===== src/rtl/clk_chan_div.sv =====
module clk_chan_div #(
  parameter int CODE_W   = 8,
  parameter int DLY_W    = 4,
  parameter int SYNC_LAT = 4
) (
  input  logic              clk,
  input  logic              rst_n,
  input  logic              sync_n,
  input  logic              gbl_en_pin,
  input  logic              gbl_en_bit,
  input  logic              cfg_wr,
  input  logic              cfg_en,
  input  logic [1:0]        cfg_mode,
  input  logic [CODE_W-1:0] cfg_div,
  input  logic [DLY_W-1:0]  cfg_dly,
  output logic              clk_out,
  output logic [1:0]        mode_o,
  output logic [DLY_W-1:0]  dly_tag
);

  localparam logic [CODE_W-1:0] CODE_ONE = CODE_W'(1);

  logic              en_q;
  logic [1:0]        mode_q;
  logic [CODE_W-1:0] code_q;
  logic [DLY_W-1:0]  dly_q;

  logic [SYNC_LAT-1:0] sync_pipe;
  logic                held_q;
  logic                phase_q;
  logic [CODE_W-1:0]   cnt_q;

  logic              sync_ok;
  logic              en_all;
  logic [CODE_W-1:0] half_len;
  logic [CODE_W-1:0] last_cnt;

  assign sync_ok  = sync_pipe[SYNC_LAT-1];
  assign en_all   = en_q & gbl_en_bit & gbl_en_pin;
  assign half_len = (code_q == '0) ? CODE_ONE : code_q;
  assign last_cnt = half_len - CODE_ONE;

  always_ff @(posedge clk or negedge rst_n) begin
    if (!rst_n) begin
      en_q   <= 1'b0;
      mode_q <= 2'd0;
      code_q <= CODE_ONE;
      dly_q  <= '0;
    end else if (cfg_wr) begin
      en_q   <= cfg_en;
      mode_q <= cfg_mode;
      code_q <= cfg_div;
      dly_q  <= cfg_dly;
    end
  end

  always_ff @(posedge clk or negedge rst_n) begin
    if (!rst_n) begin
      sync_pipe <= '1;
      held_q    <= 1'b0;
      phase_q   <= 1'b0;
      cnt_q     <= '0;
    end else begin
      sync_pipe <= {sync_pipe[SYNC_LAT-2:0], sync_n};
      held_q    <= ~sync_ok;
      if (!sync_ok) begin
        phase_q <= 1'b0;
        cnt_q   <= '0;
      end else if (held_q) begin
        phase_q <= 1'b1;
        cnt_q   <= '0;
      end else if (cnt_q >= last_cnt) begin
        phase_q <= ~phase_q;
        cnt_q   <= '0;
      end else begin
        cnt_q   <= cnt_q + CODE_ONE;
      end
    end
  end

  assign clk_out = en_all & (mode_q[0] ? phase_q : clk);
  assign mode_o  = mode_q;
  assign dly_tag = mode_q[1] ? dly_q : '0;

endmodule



===== config.mk =====
export PLATFORM = sky130hd
export DESIGN_NAME = clk_chan_div
export DESIGN_NICKNAME = d
export VERILOG_FILES = /design/src/rtl/clk_chan_div.sv
export SDC_FILE = /design/constraint.sdc
export NUM_CORES = 1
export LEC_CHECK = 0
export CAP_MARGIN = 30
export CORE_MARGIN = 4
export CORE_UTILIZATION = 40
export CTS_CLUSTER_SIZE = 16
export DETAILED_ROUTE_END_ITERATION = 6
export DONT_BUFFER_PORTS = 1
export HOLD_SLACK_MARGIN = 0.03
export SYNTH_ARGS = -nofsm -noshare
export SYNTH_HDL_FRONTEND = slang
export SYNTH_SLANG_ARGS = --single-unit
export TNS_END_PERCENT = 100

===== constraint.sdc =====
create_clock -name clk -period 6.1 [get_ports clk]
set_input_delay 0.61 -clock clk [delete_from_list [all_inputs] [get_ports clk]]
set_output_delay 0.61 -clock clk [all_outputs]
set_load 0.01 [all_outputs]

==> results of run 1 <==
[sequential cells by signal (all words and copies together) (netlist names)]
name and count:
dly_q 4, en_q 1, phase_q 1, sync_pipe 4, held_q 1, cnt_q 8
code_q 8, mode_o 2
[per-stage QoR]
step | std cells | hold slack (ns)
after floorplan | 123 | 0.3144
after global placement | 167 | 0.3152
after detailed placement | 167 | 0.3152
after CTS | 179 | 0.05376
after global routing | 180 | 0.03728
final | 180 | 0.06836
[metal layers]
metal	up-vias	GRT usage	routed length (um)
met5	-	0	0
met4	0	0.07786	48
met3	7	0.07131	169
met2	26	0.1847	1147
met1	431	0.1713	1210
li1	454	-	-
[power by group through the flow]
stage               Sequential (mW)  Clock, mW  Combinational (mW)
floorplan                     0.219    0.00322              0.0478
global placement              0.222    0.00322              0.0514
detailed placement            0.223    0.00322              0.0524
CTS                           0.219      0.263              0.0564
global route                  0.222      0.277              0.0652
finish                        0.219      0.256              0.0573
[worst register-to-register path, stage by stage (launching register included)]
cell	delay (ns)
sky130_fd_sc_hd__dfrtp_1	0.43
sky130_fd_sc_hd__or3_4	0.42
sky130_fd_sc_hd__nor3_1	0.22
sky130_fd_sc_hd__a21oi_1	0.14
sky130_fd_sc_hd__ha_1	0.23
sky130_fd_sc_hd__nor3b_2	0.17
sky130_fd_sc_hd__xnor2_1	0.13
sky130_fd_sc_hd__ha_1	0.30
sky130_fd_sc_hd__nand4_1	0.18
sky130_fd_sc_hd__o311ai_4	0.46
sky130_fd_sc_hd__nor2_1	0.11
[logic make-up after synthesis]
family / count (synthesis) / synth area share
AND/OR/NAND/NOR: 41 / 0.1500
flip-flops: 29 / 0.4958
multiplexers: 16 / 0.1203
AO/OA/AOI/OAI: 12 / 0.07882
adder cells (fa/ha/maj): 10 / 0.08475
XOR/XNOR: 9 / 0.05339
buffers and inverters: 6 / 0.01695
[repair_timing]
action | 4_1_cts | 5_1_grt
hold endpoints to repair | 24 | 0
resized for setup | 0 | 0
hold buffers | 1 | 0
setup endpoints to repair | 0 | 0
[cell type report]
| type | instances | area [sq um] |
|---|---|---|
| clock buffer | 9 | 123.9 |
| clock inverter | 2 | 37.54 |
| fill | 315 | 1719 |
| inverter | 4 | 15.01 |
| multi-input combinational | 88 | 719.4 |
| sequential | 29 | 732.0 |
| tap | 46 | 57.56 |
| timing repair buffer | 2 | 37.54 |
[Yosys cell counts]
master / n / share of area
sky130_fd_sc_hd__a2111oi_4: 1 / 0.019
sky130_fd_sc_hd__a21oi_1: 4 / 0.014
sky130_fd_sc_hd__and2_1: 4 / 0.017
sky130_fd_sc_hd__and3_1: 2 / 0.0085
sky130_fd_sc_hd__buf_2: 2 / 0.0068
sky130_fd_sc_hd__dfrtp_1: 24 / 0.41
sky130_fd_sc_hd__dfstp_2: 5 / 0.089
sky130_fd_sc_hd__ha_1: 10 / 0.085
sky130_fd_sc_hd__inv_1: 4 / 0.010
sky130_fd_sc_hd__mux2_2: 14 / 0.11
sky130_fd_sc_hd__mux2i_1: 2 / 0.014
sky130_fd_sc_hd__nand2_1: 2 / 0.0051
sky130_fd_sc_hd__nand2b_1: 1 / 0.0042
sky130_fd_sc_hd__nand2b_4: 1 / 0.0093
sky130_fd_sc_hd__nand3_1: 6 / 0.020
sky130_fd_sc_hd__nand4_1: 1 / 0.0042
sky130_fd_sc_hd__nor2_1: 15 / 0.038
sky130_fd_sc_hd__nor3_1: 4 / 0.014
sky130_fd_sc_hd__nor3b_1: 1 / 0.0051
sky130_fd_sc_hd__nor3b_2: 1 / 0.0085
sky130_fd_sc_hd__nor4_1: 1 / 0.0042
sky130_fd_sc_hd__o21a_1: 2 / 0.010
sky130_fd_sc_hd__o21ai_0: 2 / 0.0068
sky130_fd_sc_hd__o311a_1: 1 / 0.0068
sky130_fd_sc_hd__o311ai_4: 1 / 0.018
sky130_fd_sc_hd__o31ai_1: 1 / 0.0051
sky130_fd_sc_hd__or3_1: 1 / 0.0042
sky130_fd_sc_hd__or3_4: 1 / 0.0076
sky130_fd_sc_hd__xnor2_1: 4 / 0.024
sky130_fd_sc_hd__xor2_1: 5 / 0.030
[how the worst max path moves through the flow]
| stage | from | endpoint | slack [ns] | depth (start not counted) |
|---|---|---|---|---|
| floorplan | clk | clk_out | 2.25 | 2 |
| global placement | clk | clk_out | 2.25 | 2 |
| detailed placement | clk | clk_out | 2.25 | 2 |
| CTS | clk | clk_out | 2.00 | 4 |
| global route | clk | clk_out | 1.98 | 4 |
| finish | clk | clk_out | 2.01 | 4 |
==> metrics list, run 1 <==
* Number of distinct standard cells referenced by the synthesized netlist: 30
- The count of buffers added on input and output ports is 0.
- Clock group share of total power: 0.481
- DIE WIDTH: 68.76 um
* Standby leakage power: 0.7370 nW
* Run status: finished clean
* Final setup margin: 2.012 ns
* Pwr per Cell Area: 309.0 nW/um^2
- The synthesized netlist occupies a cell area of 1476 sq um.
* Vert. Die Dim: 68.76 um
- First-pass DRT Iterations: 4
* Pwr Total: 0.5325 mW
- After the first detailed-routing iteration, the DRC count stood at 37.
- Endpoint of the worst register-to-register path: cnt_q[3]$_DFF_PN0_
* Synth Area per Inst: 12.00 sq um
- Across the VDD grid, the largest voltage drop is 0.1552 mV.
* Detail-routed via count per cell: 5.100
- Traced cell by cell, the critical path runs through clkbuf_8 -> clkbuf_8 -> mux2i_1 -> nor2_1.
- In the synthesized netlist, the number of instances is 123.
- Clock tree from TritonCTS: built
- Data on the critical path is required at its endpoint by 5.49 ns.
* Final number of hold-violating endpoints: 0
- Std-Cell Rows: 21
- The first global-routing pass estimated 4.485 mm of wire.
* Endpoint class of the critical path: primary output
- In this design, the critical path's most frequently occurring cell is sky130_fd_sc_hd__clkbuf_8.
- Max-cap violations in this run came to 0.
- Relative area change from synthesis to final layout: 16.69%
* Largest net degree at the start of global routing: 25
- Summed over all nets, the switching power comes to 0.1193 mW.
- Across all register-to-register paths, the minimum setup slack is 3.18 ns.
- Crit path largest cell delay: 0.11 ns
- Between clock sinks in the finished design, the worst skew comes to 0.002274 ns.
* Buffers inserted by post-CTS timing repair: 0
* Number of synthesized register bits: 29
- I/O pin count: 28
- The cell family contributing the most delay on the critical path is buffers and inverters.
- Pre-CTS setup slack: 2.252 ns
- DPL Wire Length: 1.864 mm
- After detailed placement, the total cell area comes to 1524 sq um.
- Dividing the detail-routed wire length by the instance count gives 14.31 um.
* Internal power summed over all cells: 0.4132 mW
- Clock latency on the worst-skew pair: 0.38 ns
- Of the total power, registers draw 0.412.
- Number of antenna-violating nets in the routed design: 0
- The worst register-to-register path begins at code_q[3]$_DFFE_PN0P_.
- Vias: 918
- Setup total negative slack on the finished layout was measured at 0 ns.
- Sum of routed wire length over all layers: 2.575 mm
- Arrival time at the worst endpoint: 3.48 ns
- The worst setup path is launched from a clock port.
- Die Area: 4727 sq um
* Aggregate global routing overflow: 0
- The critical path is of the clock port to primary output type.
- Fraction of final layout cells with drive strength greater than 1: 0.2687
* GPL Wtd Cong: 0.7134
* Final instance area: 1723 sq um
- All-Layer GR Usage: 0.1362
- The number of slew-limit violations in the final report was 0.
- Tightest Pin Transition: 0.4135 ns
- For this run, the number of Yosys warnings is 0.
* Effective utilization at floorplan: 0.4289
* Switching power share of the total: 0.2240
* Most common cell after layout, fill and taps aside: sky130_fd_sc_hd__dfrtp_1
- Bufs and invs on worst path: 2
- For this run, the share of the core covered by cells in the final layout is 0.5005.
- Register area share after synthesis: 0.4958
- The min-delay analysis places its worst path in the category input port to asynchronous set/reset pin.
* Placeable core region: 3442 sq um
* Antenna Cells: 0
- Of the total power, combinational logic draws 0.108.
* Number of antenna violations at the first check in global routing: 0
- Critical path fanouts, max: 2
* Clock slew seen by the registers of the worst setup and hold paths: 0.06 ns
- Setup repair after global routing left no endpoint under its margin.
- At the end of the flow, the number of nets in the layout was 164.
* Crit path max-delay cell type: sky130_fd_sc_hd__clkbuf_8
- Depth of the most critical reg-to-reg path: 10
* Vias in the first global route: 993
- The worst pin sits at a relative slew slack of 0.7234.
- Total of endpoints with negative setup slack in the final report: 0
- Leading cell types in the layout, fill and taps excluded: 24 x sky130_fd_sc_hd__dfrtp_1, 15 x sky130_fd_sc_hd__nor2_1, 14 x sky130_fd_sc_hd__mux2_2
* Syn_nets: 154
* DRC Markers: 0
Note: power is estimated with default switching activity, not from simulation.
==> inputs of run 2 (changes only) <==
clock period = 3.9 ns   (was 6.1 ns; I/O delays follow)
==> run 2 against run 1 <==
- clock skew grew 0.00058 ns
- sequential power increased by 57%
- global-route usage down 0.31 points
- via count decreased by 0.54%
- worst hold slack improved by 0.060 ns
- clock-buffer cell count did not move
- critical path type is now flop to flop
==> metrics list, run 2 (synthesis results as in run 1) <==
- Run status: finished clean
* Tightest Pin Transition: 0.4116 ns (-0.001855 ns)
- In this run the worst setup path begins at code_q[3]$_DFFE_PN0P_.
- The number of global-route vias before repair was 989 (-0.40%).
- The number of vias after detailed routing is 913 (-0.54%).
- The area taken by multi-input logic gates was 719.4 sq um (unchanged).
* Setup crit end: cnt_q[3]$_DFF_PN0_
- The post-route DRC violation count was 0 (unchanged).
- The fraction of layout instances using a drive strength above 1 came to 0.2667 (-0.001990).
- Of the available clock period, the critical path in the final layout requires 0.7499.
- For this design, the slowest cell found on the critical path is sky130_fd_sc_hd__o311ai_4.
* GPL Wtd Cong: 0.7136 (about the same)
* Crit path largest cell delay: 0.46 ns (+0.35 ns)
* Worst EP required: 4.14 ns (-1.35 ns)
* Final number of hold-violating endpoints: 0 (unchanged)
* Die Area: 4727 sq um (unchanged)
- Global-route wire length before repair: 4.402 mm (-1.9%)
- Number of placed instances with taps included: 167 (unchanged)
* Reg-to-reg critical path startpoint: code_q[3]$_DFFE_PN0P_
* Worst max-slew margin expressed relative to the limit: 0.7256 (+0.002147)
* Filler Cell Count: 313 (-0.63%)
- Cell Chain, Critical Path: or3_4 -> nor3_1 -> a21oi_1 -> ha_1 -> nor3b_2 -> xnor2_1 -> ha_1 -> nand4_1 -> o311ai_4 -> nor2_1
- Antenna Cells: 0 (unchanged)
- Critical path's most frequent cell: sky130_fd_sc_hd__ha_1
- Leading cell types in the layout, fill and taps excluded: 24 x sky130_fd_sc_hd__dfrtp_1, 15 x sky130_fd_sc_hd__nor2_1, 14 x sky130_fd_sc_hd__mux2_2
- The count of port buffers added during placement was 0 (unchanged).
- Clock slew seen by the registers of the worst setup and hold paths: 0.06 ns (about the same)
- DIE WIDTH: 68.76 um (unchanged)
- Number of instances resized during post-cts repair: 0 (unchanged)
- Register area: 732.0 sq um (unchanged)
- The cts-stage hold buffer count is 3 (+2).
- The number of antenna violations at the first check in global routing came to 0 (unchanged).
- Worst clock skew on the final layout: 0.002849 ns (+0.0005757 ns)
* Critical path fanouts, max: 8 (+6)
- The post-route antenna net violation count came to 0 (unchanged).
* Max-capacitance violation count: 0 (unchanged)
* Registers with the most flip-flops: cnt_q x8, code_q x8
- The worst setup path is of the flop to flop kind.
* Effective utilization at floorplan: 0.4289 (unchanged)
- Static timing analysis puts the maximum clock frequency at 341.9 MHz.
* Tmin final: 2.925 ns
* Buffers inserted by post-CTS timing repair: 0 (unchanged)
* Clock latency on the worst-skew pair: 0.38 ns (about the same)
* I/O pin count: 28 (unchanged)
- The largest net degree at the start of global routing was 30 (+20%).
- The library cell used most frequently in the layout, excluding fill and tap cells, is sky130_fd_sc_hd__dfrtp_1.
- Endpoint class of the critical path: flop
- The die height is 68.76 um (unchanged).
- Final standard cell count with taps included and fillers excluded: 181 (+0.56%)
* Internal power summed over all cells: 0.6462 mW (+56%)
- Placeable core region: 3442 sq um (unchanged)
- The areal power density over the cells came to 482.8 nW/um^2 (+56%).
- Largest vdd supply drop: 0.2361 mV (+52%)
- The number of slew-limit violations in the final report is 0 (unchanged).
- The total half-perimeter wirelength after legalization and detailed placement came to 1.864 mm (unchanged).
* Iter 0 DRT Violations: 53 (+43%)
- The ratio of routed vias to standard cells was 5.044 (-1.1%).
* Clock tree from TritonCTS: built
- The aggregate global routing overflow came to 0 (unchanged).
- The worst path arrival time is 3.17 ns (-0.31 ns).
- Switching power of the nets: 0.1869 mW (+57%)
* R2R Setup Slk: 0.98 ns (-2.20 ns)
- Depth of the most critical reg-to-reg path: 10 (unchanged)
* Switching power share of the total: 0.2243 (+0.0003640)
- Worst min path class: input port to flop
* Relative area change from synthesis to final layout: 16.86%
- Gate power share: 0.108 (about the same)
* Std-Cell Rows: 21 (unchanged)
- The number of setup violations in the final report is 0 (unchanged).
* Final layout net count: 165 (+0.61%)
- The share of total power in the clock network came to 0.480 (about the same).
- The global-route usage over all layers came to 0.1331 (-0.003080).
* Fin Setup TNS: 0 ns (unchanged)
- Wire length per cell: 13.72 um (-4.1%)
- The worst setup path is launched from a flop.
- The iteration count of the initial detailed-routing pass is 4 (unchanged).
* Sum of routed wire length over all layers: 2.483 mm (-3.6%)
- Endpoint of the worst register-to-register path: cnt_q[3]$_DFF_PN0_
- Setup repair after global routing missed its margin: no
* Sequential group share of total power: 0.411 (about the same)
- Standby leakage power: 0.7379 nW (+0.12%)
-- run 2: cell type report --
type                    count  share of cell area
clock buffers               9             0.07179
clock inverters             2             0.02175
inverters                   4            0.008702
multi-input cells          88              0.4170
flip-flops and latches     29              0.4242
well taps                  46             0.03336
repair buffers              3             0.02321
-- run 2: how the worst min path moves through the flow --
stage | start | end | slack (ns) | depth (start not counted)
2_1_floorplan | rst_n | cnt_q[0]$_DFF_PN0_ | 0.09 | 0
3_3_place_gp | rst_n | dly_q[1]$_DFFE_PN0P_ | 0.1 | 0
3_5_place_dp | rst_n | dly_q[3]$_DFFE_PN0P_ | 0.1 | 0
4_1_cts | cfg_wr | code_q[1]$_DFFE_PN0P_ | 0.13 | 1
5_1_grt | cfg_wr | code_q[1]$_DFFE_PN0P_ | 0.13 | 1
6_report | cfg_wr | code_q[1]$_DFFE_PN0P_ | 0.13 | 1
-- run 2: power groups by stage --
| stage | Clock [mW] | Sequential [mW] | Combinational (mW) |
|---|---|---|---|
| floorplan | 0.00504 | 0.343 | 0.0748 |
| global route | 0.433 | 0.346 | 0.103 |
| detailed placement | 0.00504 | 0.348 | 0.0819 |
| global placement | 0.00504 | 0.347 | 0.0804 |
| CTS | 0.412 | 0.343 | 0.0924 |
| finish | 0.400 | 0.343 | 0.0902 |
-- run 2: metrics by stage --
stage	util	cell area (sq um)	hold WS (ns)	setup WS, ns	total power, mW
2_1_floorplan	-	1476	0.09441	1.269	0.4224
3_3_place_gp	0.4427	1524	0.09519	1.092	0.4329
3_5_place_dp	0.4427	1524	0.09519	1.004	0.4351
4_1_cts	0.5013	1725	0.1276	0.9697	0.8469
5_1_grt	0.5013	1725	0.1270	0.7798	0.8819
6_report	0.5013	1725	0.1287	0.9753	0.8331
-- run 2: routing by layer --
metal  wire length, um  track usage  share of wire
met5                 0            0              0
met4                48      0.07786          0.019
met3               157      0.06969          0.063
met2              1119       0.1812           0.45
met1              1157       0.1662           0.47
-- run 2: critical path: cells and delay by family, from the launching register on --
kind	cells	cell delay (ns)
xor+xnor	1	0.13
fa+ha+maj	2	0.53
compound gates	2	0.60
simple gates	5	1.10
flops	1	0.43
